### src/rtl/axil_split_pkg.sv
`timescale 1ns/1ps
// Shared response codes and path state types for the address splitter.
package axil_split_pkg;

    localparam logic [1:0] RESP_OKAY   = 2'b00;
    localparam logic [1:0] RESP_DECERR = 2'b11;

    typedef enum logic {
        WS_COLLECT = 1'b0,
        WS_RESP    = 1'b1
    } wr_state_e;

    typedef enum logic {
        RS_IDLE = 1'b0,
        RS_RESP = 1'b1
    } rd_state_e;

endpackage

### src/rtl/axil_win_decode.sv
`timescale 1ns/1ps
// Window decoder: compares one address against every window and produces
// the hit flag, the winning port index (lowest index wins on overlap) and
// the rebased local address for every port.
// Assumes each stride is a power of two, so the fold is a mask.
module axil_win_decode #(
    parameter int              N        = 3,
    parameter int              AW       = 16,
    parameter int              IW       = 2,
    parameter logic [N*AW-1:0] WIN_BASE = '0,
    parameter logic [N*AW-1:0] WIN_SPAN = '0,
    parameter logic [N*AW-1:0] WIN_STRD = '0
) (
    input  logic [AW-1:0]   addr,
    output logic            hit,
    output logic [IW-1:0]   idx,
    output logic [N*AW-1:0] local_addr
);

    logic [N-1:0] win_hit;

    for (genvar i = 0; i < N; i++) begin : g_win
        localparam logic [AW-1:0] BASE = WIN_BASE[i*AW +: AW];
        localparam logic [AW-1:0] SPAN = WIN_SPAN[i*AW +: AW];
        localparam logic [AW-1:0] MASK = WIN_STRD[i*AW +: AW] - {{(AW-1){1'b0}}, 1'b1};
        // Range compare done one bit wider so a window ending at the top does not wrap.
        assign win_hit[i] = ({1'b0, addr} >= {1'b0, BASE}) &&
                            ({1'b0, addr} <  ({1'b0, BASE} + {1'b0, SPAN}));
        // Offset from the base, folded over the stride.
        assign local_addr[i*AW +: AW] = (addr - BASE) & MASK;
    end

    // Priority pick: scan from the top so the lowest hitting index is kept.
    always_comb begin
        idx = '0;
        for (int i = N - 1; i >= 0; i--) begin
            if (win_hit[i]) idx = IW'(i);
        end
    end

    assign hit = |win_hit;

endmodule

### src/rtl/axil_split_wr.sv
`timescale 1ns/1ps
// Write path: steers AW and W to the decoded port, holds W upstream until an
// address is known, remembers the owning port and returns its B response.
// Unmapped writes are absorbed and answered with a decode error.
// Assumes one write in flight and a stable address while AWVALID is high.
module axil_split_wr
    import axil_split_pkg::*;
#(
    parameter int N  = 3,
    parameter int IW = 2
) (
    input  logic          aclk,
    input  logic          aresetn,
    input  logic          s_awvalid,
    output logic          s_awready,
    input  logic          s_wvalid,
    output logic          s_wready,
    output logic          s_bvalid,
    input  logic          s_bready,
    output logic [1:0]    s_bresp,
    input  logic          dec_hit,
    input  logic [IW-1:0] dec_idx,
    output logic [N-1:0]  m_awvalid,
    input  logic [N-1:0]  m_awready,
    output logic [N-1:0]  m_wvalid,
    input  logic [N-1:0]  m_wready,
    input  logic [N-1:0]  m_bvalid,
    output logic [N-1:0]  m_bready,
    input  logic [N*2-1:0] m_bresp
);

    wr_state_e     state_q;
    logic          aw_done_q;
    logic          w_done_q;
    logic          miss_q;
    logic [IW-1:0] idx_q;

    logic          route_ok;
    logic          route_miss;
    logic [IW-1:0] route_idx;
    logic          aw_hs;
    logic          w_hs;
    logic          b_hs;
    logic [1:0]    bresp_arr [N];

    for (genvar i = 0; i < N; i++) begin : g_bresp
        assign bresp_arr[i] = m_bresp[i*2 +: 2];
    end

    // Route source: live decode until the address is taken, stored copy after.
    assign route_ok   = aw_done_q | s_awvalid;
    assign route_idx  = aw_done_q ? idx_q  : dec_idx;
    assign route_miss = aw_done_q ? miss_q : !dec_hit;

    assign aw_hs = s_awvalid & s_awready;
    assign w_hs  = s_wvalid  & s_wready;
    assign b_hs  = s_bvalid  & s_bready;

    // Channel steering and upstream ready/response selection.
    always_comb begin
        m_awvalid = '0;
        m_wvalid  = '0;
        m_bready  = '0;
        s_awready = 1'b0;
        s_wready  = 1'b0;
        s_bvalid  = 1'b0;
        s_bresp   = RESP_OKAY;
        if (state_q == WS_COLLECT) begin
            if (!aw_done_q) begin
                s_awready = route_miss ? 1'b1 : m_awready[route_idx];
                if (s_awvalid && !route_miss) m_awvalid[route_idx] = 1'b1;
            end
            if (!w_done_q && route_ok) begin
                s_wready = route_miss ? 1'b1 : m_wready[route_idx];
                if (s_wvalid && !route_miss) m_wvalid[route_idx] = 1'b1;
            end
        end else if (miss_q) begin
            s_bvalid = 1'b1;
            s_bresp  = RESP_DECERR;
        end else begin
            s_bvalid        = m_bvalid[idx_q];
            s_bresp         = bresp_arr[idx_q];
            m_bready[idx_q] = s_bready;
        end
    end

    // Transaction bookkeeping: capture route, track both halves, release on B.
    always_ff @(posedge aclk) begin
        if (!aresetn) begin
            state_q   <= WS_COLLECT;
            aw_done_q <= 1'b0;
            w_done_q  <= 1'b0;
            miss_q    <= 1'b0;
            idx_q     <= '0;
        end else if (state_q == WS_COLLECT) begin
            if (aw_hs) begin
                aw_done_q <= 1'b1;
                idx_q     <= dec_idx;
                miss_q    <= !dec_hit;
            end
            if (w_hs) w_done_q <= 1'b1;
            if ((aw_done_q || aw_hs) && (w_done_q || w_hs)) state_q <= WS_RESP;
        end else if (b_hs) begin
            state_q   <= WS_COLLECT;
            aw_done_q <= 1'b0;
            w_done_q  <= 1'b0;
        end
    end

    p_aw_onehot_r1: assert property (@(posedge aclk) disable iff (!aresetn)
        $onehot0(m_awvalid));
    p_w_onehot_r1: assert property (@(posedge aclk) disable iff (!aresetn)
        $onehot0(m_wvalid));
    p_one_wr_r9: assert property (@(posedge aclk) disable iff (!aresetn)
        (s_awvalid && s_awready) |=> !s_awready);
    p_b_hold_r5: assert property (@(posedge aclk) disable iff (!aresetn)
        (s_bvalid && !s_bready) |=> s_bvalid);

endmodule

### src/rtl/axil_split_rd.sv
`timescale 1ns/1ps
// Read path: steers AR to the decoded port, remembers the owner and muxes
// its R channel back. Unmapped reads return zero data with a decode error.
// Assumes one read in flight.
module axil_split_rd
    import axil_split_pkg::*;
#(
    parameter int N  = 3,
    parameter int DW = 32,
    parameter int IW = 2
) (
    input  logic           aclk,
    input  logic           aresetn,
    input  logic           s_arvalid,
    output logic           s_arready,
    output logic           s_rvalid,
    input  logic           s_rready,
    output logic [DW-1:0]  s_rdata,
    output logic [1:0]     s_rresp,
    input  logic           dec_hit,
    input  logic [IW-1:0]  dec_idx,
    output logic [N-1:0]   m_arvalid,
    input  logic [N-1:0]   m_arready,
    input  logic [N-1:0]   m_rvalid,
    output logic [N-1:0]   m_rready,
    input  logic [N*DW-1:0] m_rdata,
    input  logic [N*2-1:0] m_rresp
);

    rd_state_e     state_q;
    logic          miss_q;
    logic [IW-1:0] idx_q;
    logic          ar_hs;
    logic          r_hs;
    logic [DW-1:0] rdata_arr [N];
    logic [1:0]    rresp_arr [N];

    for (genvar i = 0; i < N; i++) begin : g_rsrc
        assign rdata_arr[i] = m_rdata[i*DW +: DW];
        assign rresp_arr[i] = m_rresp[i*2 +: 2];
    end

    assign ar_hs = s_arvalid & s_arready;
    assign r_hs  = s_rvalid  & s_rready;

    // Address steering while idle, response mux while a read is owed.
    always_comb begin
        m_arvalid = '0;
        m_rready  = '0;
        s_arready = 1'b0;
        s_rvalid  = 1'b0;
        s_rdata   = '0;
        s_rresp   = RESP_OKAY;
        if (state_q == RS_IDLE) begin
            s_arready = dec_hit ? m_arready[dec_idx] : 1'b1;
            if (s_arvalid && dec_hit) m_arvalid[dec_idx] = 1'b1;
        end else if (miss_q) begin
            s_rvalid = 1'b1;
            s_rresp  = RESP_DECERR;
        end else begin
            s_rvalid        = m_rvalid[idx_q];
            s_rdata         = rdata_arr[idx_q];
            s_rresp         = rresp_arr[idx_q];
            m_rready[idx_q] = s_rready;
        end
    end

    // Owner capture on AR, release on R.
    always_ff @(posedge aclk) begin
        if (!aresetn) begin
            state_q <= RS_IDLE;
            miss_q  <= 1'b0;
            idx_q   <= '0;
        end else if (state_q == RS_IDLE) begin
            if (ar_hs) begin
                state_q <= RS_RESP;
                idx_q   <= dec_idx;
                miss_q  <= !dec_hit;
            end
        end else if (r_hs) begin
            state_q <= RS_IDLE;
        end
    end

    p_ar_onehot_r4: assert property (@(posedge aclk) disable iff (!aresetn)
        $onehot0(m_arvalid));
    p_one_rd_r9: assert property (@(posedge aclk) disable iff (!aresetn)
        (s_arvalid && s_arready) |=> !s_arready);
    p_r_hold_r5: assert property (@(posedge aclk) disable iff (!aresetn)
        (s_rvalid && !s_rready) |=> s_rvalid);

endmodule

### src/rtl/axil_addr_splitter.sv
`timescale 1ns/1ps
// One-to-N AXI4-Lite splitter. Each downstream port owns the window
// [base, base+span) and sees addresses rebased modulo its stride.
// Write and read paths decode independently, one transaction in flight each.
// Assumes power-of-two strides; overlapping windows resolve to the lowest index.
module axil_addr_splitter #(
    parameter int              N        = 3,
    parameter int              AW       = 16,
    parameter int              DW       = 32,
    parameter logic [N*AW-1:0] WIN_BASE = {16'h8000, 16'h2000, 16'h1000},
    parameter logic [N*AW-1:0] WIN_SPAN = {16'h1000, 16'h0400, 16'h0100},
    parameter logic [N*AW-1:0] WIN_STRD = {16'h1000, 16'h0100, 16'h0100}
) (
    input  logic              aclk,
    input  logic              aresetn,
    input  logic              s_awvalid,
    output logic              s_awready,
    input  logic [AW-1:0]     s_awaddr,
    input  logic              s_wvalid,
    output logic              s_wready,
    input  logic [DW-1:0]     s_wdata,
    input  logic [DW/8-1:0]   s_wstrb,
    output logic              s_bvalid,
    input  logic              s_bready,
    output logic [1:0]        s_bresp,
    input  logic              s_arvalid,
    output logic              s_arready,
    input  logic [AW-1:0]     s_araddr,
    output logic              s_rvalid,
    input  logic              s_rready,
    output logic [DW-1:0]     s_rdata,
    output logic [1:0]        s_rresp,
    output logic [N-1:0]      m_awvalid,
    input  logic [N-1:0]      m_awready,
    output logic [N*AW-1:0]   m_awaddr,
    output logic [N-1:0]      m_wvalid,
    input  logic [N-1:0]      m_wready,
    output logic [N*DW-1:0]   m_wdata,
    output logic [N*DW/8-1:0] m_wstrb,
    input  logic [N-1:0]      m_bvalid,
    output logic [N-1:0]      m_bready,
    input  logic [N*2-1:0]    m_bresp,
    output logic [N-1:0]      m_arvalid,
    input  logic [N-1:0]      m_arready,
    output logic [N*AW-1:0]   m_araddr,
    input  logic [N-1:0]      m_rvalid,
    output logic [N-1:0]      m_rready,
    input  logic [N*DW-1:0]   m_rdata,
    input  logic [N*2-1:0]    m_rresp
);

    localparam int IW = (N > 1) ? $clog2(N) : 1;

    logic          aw_hit;
    logic [IW-1:0] aw_idx;
    logic          ar_hit;
    logic [IW-1:0] ar_idx;

    axil_win_decode #(
        .N(N), .AW(AW), .IW(IW),
        .WIN_BASE(WIN_BASE), .WIN_SPAN(WIN_SPAN), .WIN_STRD(WIN_STRD)
    ) u_aw_dec (
        .addr       (s_awaddr),
        .hit        (aw_hit),
        .idx        (aw_idx),
        .local_addr (m_awaddr)
    );

    axil_win_decode #(
        .N(N), .AW(AW), .IW(IW),
        .WIN_BASE(WIN_BASE), .WIN_SPAN(WIN_SPAN), .WIN_STRD(WIN_STRD)
    ) u_ar_dec (
        .addr       (s_araddr),
        .hit        (ar_hit),
        .idx        (ar_idx),
        .local_addr (m_araddr)
    );

    // Data and strobes fan out to every port; only the selected valid is raised.
    assign m_wdata = {N{s_wdata}};
    assign m_wstrb = {N{s_wstrb}};

    axil_split_wr #(.N(N), .IW(IW)) u_wr (
        .aclk      (aclk),
        .aresetn   (aresetn),
        .s_awvalid (s_awvalid),
        .s_awready (s_awready),
        .s_wvalid  (s_wvalid),
        .s_wready  (s_wready),
        .s_bvalid  (s_bvalid),
        .s_bready  (s_bready),
        .s_bresp   (s_bresp),
        .dec_hit   (aw_hit),
        .dec_idx   (aw_idx),
        .m_awvalid (m_awvalid),
        .m_awready (m_awready),
        .m_wvalid  (m_wvalid),
        .m_wready  (m_wready),
        .m_bvalid  (m_bvalid),
        .m_bready  (m_bready),
        .m_bresp   (m_bresp)
    );

    axil_split_rd #(.N(N), .DW(DW), .IW(IW)) u_rd (
        .aclk      (aclk),
        .aresetn   (aresetn),
        .s_arvalid (s_arvalid),
        .s_arready (s_arready),
        .s_rvalid  (s_rvalid),
        .s_rready  (s_rready),
        .s_rdata   (s_rdata),
        .s_rresp   (s_rresp),
        .dec_hit   (ar_hit),
        .dec_idx   (ar_idx),
        .m_arvalid (m_arvalid),
        .m_arready (m_arready),
        .m_rvalid  (m_rvalid),
        .m_rready  (m_rready),
        .m_rdata   (m_rdata),
        .m_rresp   (m_rresp)
    );

endmodule

### config.mk
export PLATFORM = sky130hd
export DESIGN_NAME = axil_addr_splitter
export DESIGN_NICKNAME = d
export VERILOG_FILES = /design/src/rtl/axil_split_pkg.sv /design/src/rtl/axil_win_decode.sv /design/src/rtl/axil_split_wr.sv /design/src/rtl/axil_split_rd.sv /design/src/rtl/axil_addr_splitter.sv
export SDC_FILE = /design/constraint.sdc
export NUM_CORES = 1
export LEC_CHECK = 0
export BUFFER_PORTS_ARGS = -buffer_cell sky130_fd_sc_hd__buf_2
export CORE_AREA = 2 2 175 177
export DETAILED_ROUTE_END_ITERATION = 6
export DIE_AREA = 0 0 177 179
export GPL_TIMING_DRIVEN = 0
export PLACE_DENSITY = 0.41
export SYNTH_ARGS = -nofsm -noshare
export SYNTH_HDL_FRONTEND = slang
export SYNTH_SLANG_ARGS = --single-unit
### constraint.sdc
create_clock -name aclk -period 2.7 [get_ports aclk]
set_input_delay 0.135 -clock aclk [delete_from_list [all_inputs] [get_ports aclk]]
set_output_delay 0.135 -clock aclk [all_outputs]
set_load 0.005 [all_outputs]
==> results of run 1 <==
state kept, by name, summed over array words and instances, names as in the netlist:
register / count
u_rd.idx_q: 2
u_wr.miss_q: 1
u_wr.aw_done_q: 1
u_wr.idx_q: 2
u_wr.w_done_q: 1
u_wr.state_q: 1
u_rd.state_q: 1
u_rd.miss_q: 1
power groups by stage:
stage / Clock [mW] / Sequential (mW) / Combinational [mW]
6_report: 0.295 / 0.176 / 0.791
5_1_grt: 0.312 / 0.178 / 0.885
4_1_cts: 0.302 / 0.176 / 0.801
3_5_place_dp: 0 / 0.178 / 0.798
3_3_place_gp: 0 / 0.179 / 0.799
2_1_floorplan: 0 / 0.172 / 0.461
critical path, stage by stage, from the launching register on:
cell and delay, ns:
dfxtp_1 0.31, buf_2 0.33, buf_1 0.64, mux2i_1 0.33, nor2_1 0.07, a21oi_1 0.14, nor2_1 0.05, buf_2 0.15
layout make-up:
| class | count | area, µm² | share of cell area |
|---|---|---|---|
| inverters | 2 | 7.51 | 0.00127 |
| repair buffers | 364 | 1820 | 0.308 |
| clock buffers | 4 | 88.8 | 0.0150 |
| multi-input cells | 284 | 1670 | 0.282 |
| plain buffers | 224 | 1640 | 0.277 |
| well taps | 396 | 495 | 0.0837 |
| flip-flops and latches | 10 | 200 | 0.0338 |
per-stage QoR:
stage               setup slack (ns)  power, mW  area [µm²]  cells  hold WS (ns)
floorplan                       1.01      0.633        3510    520         0.306
CTS                            0.137       1.28        5920   1284         0.200
detailed placement             0.398      0.976        5830   1280         0.436
global route                  0.0568       1.37        5920   1284         0.230
finish                         0.316       1.26        5920   1284         0.204
global placement               0.407      0.978        5830   1280         0.437
logic make-up (layout without fill, tap and decap cells):
family,after synthesis,in the layout,share of synthesized area
buf+inv,226,594,0.488
simple gates,137,137,0.204
flops,10,10,0.0595
compound gates,63,63,0.116
mux,44,44,0.131
other cells,1,40,0.00111
metal layers:
metal	track usage	vias to the layer above	wire, µm
li1	-	2155	-
met1	0.0977	1788	6080
met2	0.162	214	8160
met3	0.0191	10	1380
met4	0.00654	2	89
met5	0	-	9
worst max-delay path by stage:
stage                                      startpoint     endpoint
final                      u_rd.idx_q[0]$_SDFFE_PN0P_   s_rdata[6]
after detailed placement   u_rd.idx_q[0]$_SDFFE_PN0P_  m_rready[1]
after global placement     u_rd.idx_q[0]$_SDFFE_PN0P_  m_rready[1]
after global routing       u_rd.idx_q[0]$_SDFFE_PN0P_  m_rready[1]
after floorplan           u_wr.aw_done_q$_SDFFE_PN0P_     s_wready
after CTS                  u_rd.idx_q[0]$_SDFFE_PN0P_  m_rready[1]
cells in the final DEF (no fill, tap or decap), types with 3 or more instances in the layout:
| cell | instances |
|---|---|
| a21oi_1 | 41 |
| and2_1 | 9 |
| buf_2 | 367 |
| buf_4 | 204 |
| clkbuf_1 | 12 |
| clkbuf_16 | 3 |
| conb_1 | 40 |
| dfxtp_1 | 10 |
| mux2i_1 | 43 |
| nand2_1 | 12 |
| nand2b_1 | 3 |
| nand3_1 | 3 |
| nor2_1 | 72 |
| nor2b_1 | 12 |
| nor3_1 | 6 |
| nor3b_1 | 4 |
| nor4b_1 | 4 |
| o21a_1 | 3 |
| o21ai_0 | 6 |
==> summary.txt, run 1 <==
Flow run
  • Max-Cap Viols: 0

STA
  • Relative slew slack: 0.483
  • Tmin final: 2.38 ns
  • Endpoints failing setup: 0
  • Fmax: 0.420 GHz
  • Final Skew: 0.000374 ns
  • Setup TNS: 0 ns
  • Max-slew violations: 0
  • Period utilization: 0.883
  • Measured slew at the worst slew-check pin: 0.776 ns
  • Final hold vios: 0
  • RSZ-0062 raised after global routing: no

Global route
  • Vias in the first global route: 3628
  • First-pass GRT wire length: 20500 µm
  • Initial antenna violation count: 1
  • Gr usage total: 0.0842
  • Largest net degree at the start of global routing: 11
  • Overflow after GRT: 0

Worst hold path
  • Hold Path Origin: m_awready[1]
  • Hold depth: 3
  • Worst Hold Path EP: u_wr.idx_q[0]$_SDFFE_PN0P_
  • Hold Path Class: in -> reg

Worst setup path
  • WP data required: 2.57 ns
  • CP Class: reg -> out
  • RR Endpoint: u_wr.w_done_q$_SDFFE_PN0P_
  • Worst setup EP type: primary output
  • Startpoint Class: flop
  • Worst EP arrival: 2.25 ns
  • Reg2reg start: u_wr.aw_done_q$_SDFFE_PN0P_
  • Worst-path fanout max: 10
  • Register-to-Register Path Depth: 5
  • Reg2reg setup slack: 0.79 ns

Logic synthesis
  • Most used flip-flop cell after synthesis: dfxtp_1
  • Most common cell in the synthesized netlist: buf_4
  • Mapped Area: 3370 µm²
  • FFs w/ async S/R, synth: 0
  • Register area share after synthesis: 0.0595
  • Share of the synthesized area in the top cell type: 0.455
  • Register bit count reported by yosys: 10
  • Leading post-synthesis cells by cell area: buf_4 (46%), mux2i_1 (13%), nor2_1 (8.0%)
  • Post-synthesis instance total: 481
  • Synth unique cells: 44
  • Commonest cells post-synth: buf_4 (204), nor2_1 (72), mux2i_1 (43)
  • Post-synth EDFFs: 0
  • Avg Inst Size Synth: 7.00 µm²
  • Synthesis warning total: 0
  • Cell taking the most area after synthesis: buf_4

Layout
  • Post-layout util: 0.197
  • Area grow syn2layout: 75.8%
  • Diodes inserted: 0
  • Layout net count: 1087
  • Layout cell share with drive strength beyond 1: 0.668
  • Fillers: 3448

Clock tree
  • CTS Root Cell: clkbuf_16
  • Post-CTS Setup Repair Bufs: 0
  • CTS tree: yes
  • CTS Buffer Depth: 2
  • Clock-pin slew on the worst setup and hold paths: 0.04 ns
  • CTS buffer count: 3
  • H-Tree Depth: 1
  • Hold Buf Count CTS: 0
  • Cts repair resizes: 0
  • CTS Sinks: 10
  • Clock Latency Late Sink: 0.24 ns

Drt
  • DRT antenna net count: 0
  • Vias: 4169
  • Avg WL per Cell: 12.2 µm
  • DRT Pass-1 Iters: 4
  • Vias/cell: 3.25
  • DR DRC count: 0
  • Number of DRC markers in iteration 0: 73
  • Routed wire length: 15700 µm

Placement
  • Post-DP HPWL: 14100 µm
  • Routability-driven placement congestion ratio: 0.713
  • # port buffers: 364

Floorplanning
  • DIE HEIGHT: 179 µm
  • Starting Density: 0.112
  • Chip width: 177 µm
  • Full die area: 31700 µm²
  • Cell Rows: 64
  • CORE AREA: 30000 µm²
  • # IOs: 458

Status
  • Run status: complete, no violations

Power and ir drop
  • Switching Share: 0.319
  • Register share of total power: 0.139
  • P_sw: 403 µW
  • Internal: 859 µW
  • Clock power share: 0.234
  • P per Cell Area: 213 nW/µm²
  • Worst VDD drop: 0.173 mV
  • Combinational share of power: 0.627
  • Static Leak: 3.32 nW
(Power assumes the default switching activity.)
==> run 2: changes to the inputs <==
Settings changed: CORE_AREA 2 2 175 177 to 2 2 178 180, DIE_AREA 0 0 177 179 to 0 0 180 182, PLACE_DENSITY 0.41 to 0.4.
Clock period 2.7 ns to 2.45 ns, I/O delays scaled along.
==> summary.txt, run 2 (synthesis results as in run 1) <==
STA
  • Relative slew slack: 0.598
  • Max-slew violations: 0
  • Final hold vios: 0
  • Min Hold Slack: 0.201 ns
  • Fmax: 0.448 GHz
  • Endpoints failing setup: 0
  • Tmin final: 2.23 ns
  • Period utilization: 0.911
  • Measured slew at the worst slew-check pin: 0.604 ns
  • Final Skew: 0.000298 ns
  • Setup TNS: 0 ns
  • RSZ-0062 raised after global routing: no

Flow run
  • Max-Cap Viols: 0

Power and ir drop
  • P per Cell Area: 236 nW/µm²
  • Combinational share of power: 0.632
  • Switching Share: 0.323
  • Register share of total power: 0.138
  • Clock power share: 0.229
  • Internal: 947 µW
  • Static Leak: 3.33 nW
  • Worst VDD drop: 0.158 mV
  • P_sw: 452 µW

Clock tree
  • Clock Latency Late Sink: 0.23 ns
  • CTS tree: yes
  • CTS Sinks: 10
  • Clock-pin slew on the worst setup and hold paths: 0.04 ns
  • CTS Root Cell: clkbuf_16
  • CTS buffer count: 3
  • CTS Buffer Depth: 2
  • H-Tree Depth: 1

Drt
  • Vias/cell: 3.27
  • Routed wire length: 17800 µm
  • Avg WL per Cell: 13.8 µm
  • DRT Pass-1 Iters: 4
  • DR DRC count: 0
  • Number of DRC markers in iteration 0: 119
  • DRT antenna net count: 0
  • Vias: 4220

Floorplanning
  • DIE HEIGHT: 182 µm
  • Cell Rows: 65
  • Chip width: 180 µm
  • Starting Density: 0.109
  • # IOs: 458
  • Full die area: 32800 µm²
  • CORE AREA: 31000 µm²

Layout
  • Fillers: 3585
  • Commonest non-fill, non-tap cells in the layout: buf_2 (367), buf_4 (204), nor2_1 (72), mux2i_1 (43), a21oi_1 (41)
  • Largest regs: u_rd.idx_q: 2 flops, u_wr.idx_q: 2 flops
  • Layout cell share with drive strength beyond 1: 0.671
  • Final instance area: 5930 µm²
  • Diodes inserted: 0
  • Commonest non-fill, non-tap cell in the layout: buf_2
  • Area grow syn2layout: 76.2%
  • Final non-filler cell total: 1290
  • Layout net count: 1087

Worst setup path
  • Worst-path fanout max: 10
  • Worst setup EP type: primary output
  • Worst EP arrival: 2.11 ns
  • WP data required: 2.33 ns
  • CP Class: reg -> out
  • Startpoint Class: flop

Global route
  • Vias in the first global route: 3871
  • Overflow after GRT: 0
  • Gr usage total: 0.0983
  • First-pass GRT wire length: 24600 µm
  • Initial antenna violation count: 1
  • Largest net degree at the start of global routing: 11

Placement
  • Cell total after placement: 1286
  • Post-DP HPWL: 16200 µm
  • # port buffers: 364
  • Routability-driven placement congestion ratio: 0.745
  • Placed Instance Area: 5840 µm²

Worst hold path
  • Hold Path Class: in -> reg

Status
  • Run status: complete, no violations
## run 2: cell types whose count changed in the layout (fill, tap and decap cells not counted)
cell and change:
clkbuf_2 +3, clkbuf_1 -2, buf_1 -1
## run 2: power by group through the flow
stage / Clock, mW / Sequential, mW / Combinational [mW]
2_1_floorplan: 0 / 0.190 / 0.508
3_3_place_gp: 0 / 0.198 / 0.891
3_5_place_dp: 0 / 0.198 / 0.891
4_1_cts: 0.329 / 0.195 / 0.895
5_1_grt: 0.339 / 0.197 / 0.973
6_report: 0.321 / 0.194 / 0.885
## run 2: cell type report
type | count | area (µm²) | share of cell area
Timing Repair Buffer | 364 | 1820 | 0.307
Multi-Input combinational cell | 284 | 1670 | 0.281
Buffer | 224 | 1640 | 0.277
Tap cell | 402 | 503 | 0.0848
Sequential cell | 10 | 200 | 0.0338
Clock buffer | 4 | 88.8 | 0.0150
Inverter | 2 | 7.51 | 0.00127
## run 2: repair_timing
item / in CTS / in global routing
pin swaps: 0 / 0
buffers inserted: 0 / 0
resized for setup: 2 / 1
gates cloned: 0 / 0
endpoints found under the setup margin: 3 / 8
hold buffers: 0 / 0
## run 2: final timing paths
path / end / from / slack (ns) / depth (start not counted)
setup / recovery: s_rdata[0] / u_rd.idx_q[0]$_SDFFE_PN0P_ / 0.22 / 7
hold / removal: u_wr.idx_q[0]$_SDFFE_PN0P_ / m_awready[1] / 0.20 / 3
setup reg to reg: u_wr.w_done_q$_SDFFE_PN0P_ / u_wr.aw_done_q$_SDFFE_PN0P_ / 0.58 / 5
hold reg to reg: u_wr.w_done_q$_SDFFE_PN0P_ / u_wr.w_done_q$_SDFFE_PN0P_ / 0.47 / 2
## run 2: routing by layer
layer  wire length, µm  global-route usage  vias to the layer above
li1                  -                   -                     2156
met1              6790               0.113                     1857
met2              9400               0.187                      197
met3              1430              0.0263                        8
met4               147              0.0101                        2
met5                13                   0                        -
## run 2: worst max-delay path, cell delays in order (launching register included)
cell and delay, ns:
dfxtp_1 0.31, buf_2 0.39, buf_2 0.39, mux2i_1 0.23, nor2_1 0.05, a21oi_1 0.25, nor2_1 0.08, buf_2 0.15
## run 2: metrics by stage
| step | worst slack [ns] | utilization | total power, mW |
|---|---|---|---|
| 3_3_place_gp | 0.201 | 0.188 | 1.09 |
| 4_1_cts | 0.0574 | 0.191 | 1.42 |
| 2_1_floorplan | 0.769 | - | 0.698 |
| 5_1_grt | 0.0465 | 0.191 | 1.51 |
| 6_report | 0.217 | 0.191 | 1.40 |
| 3_5_place_dp | 0.249 | 0.188 | 1.09 |
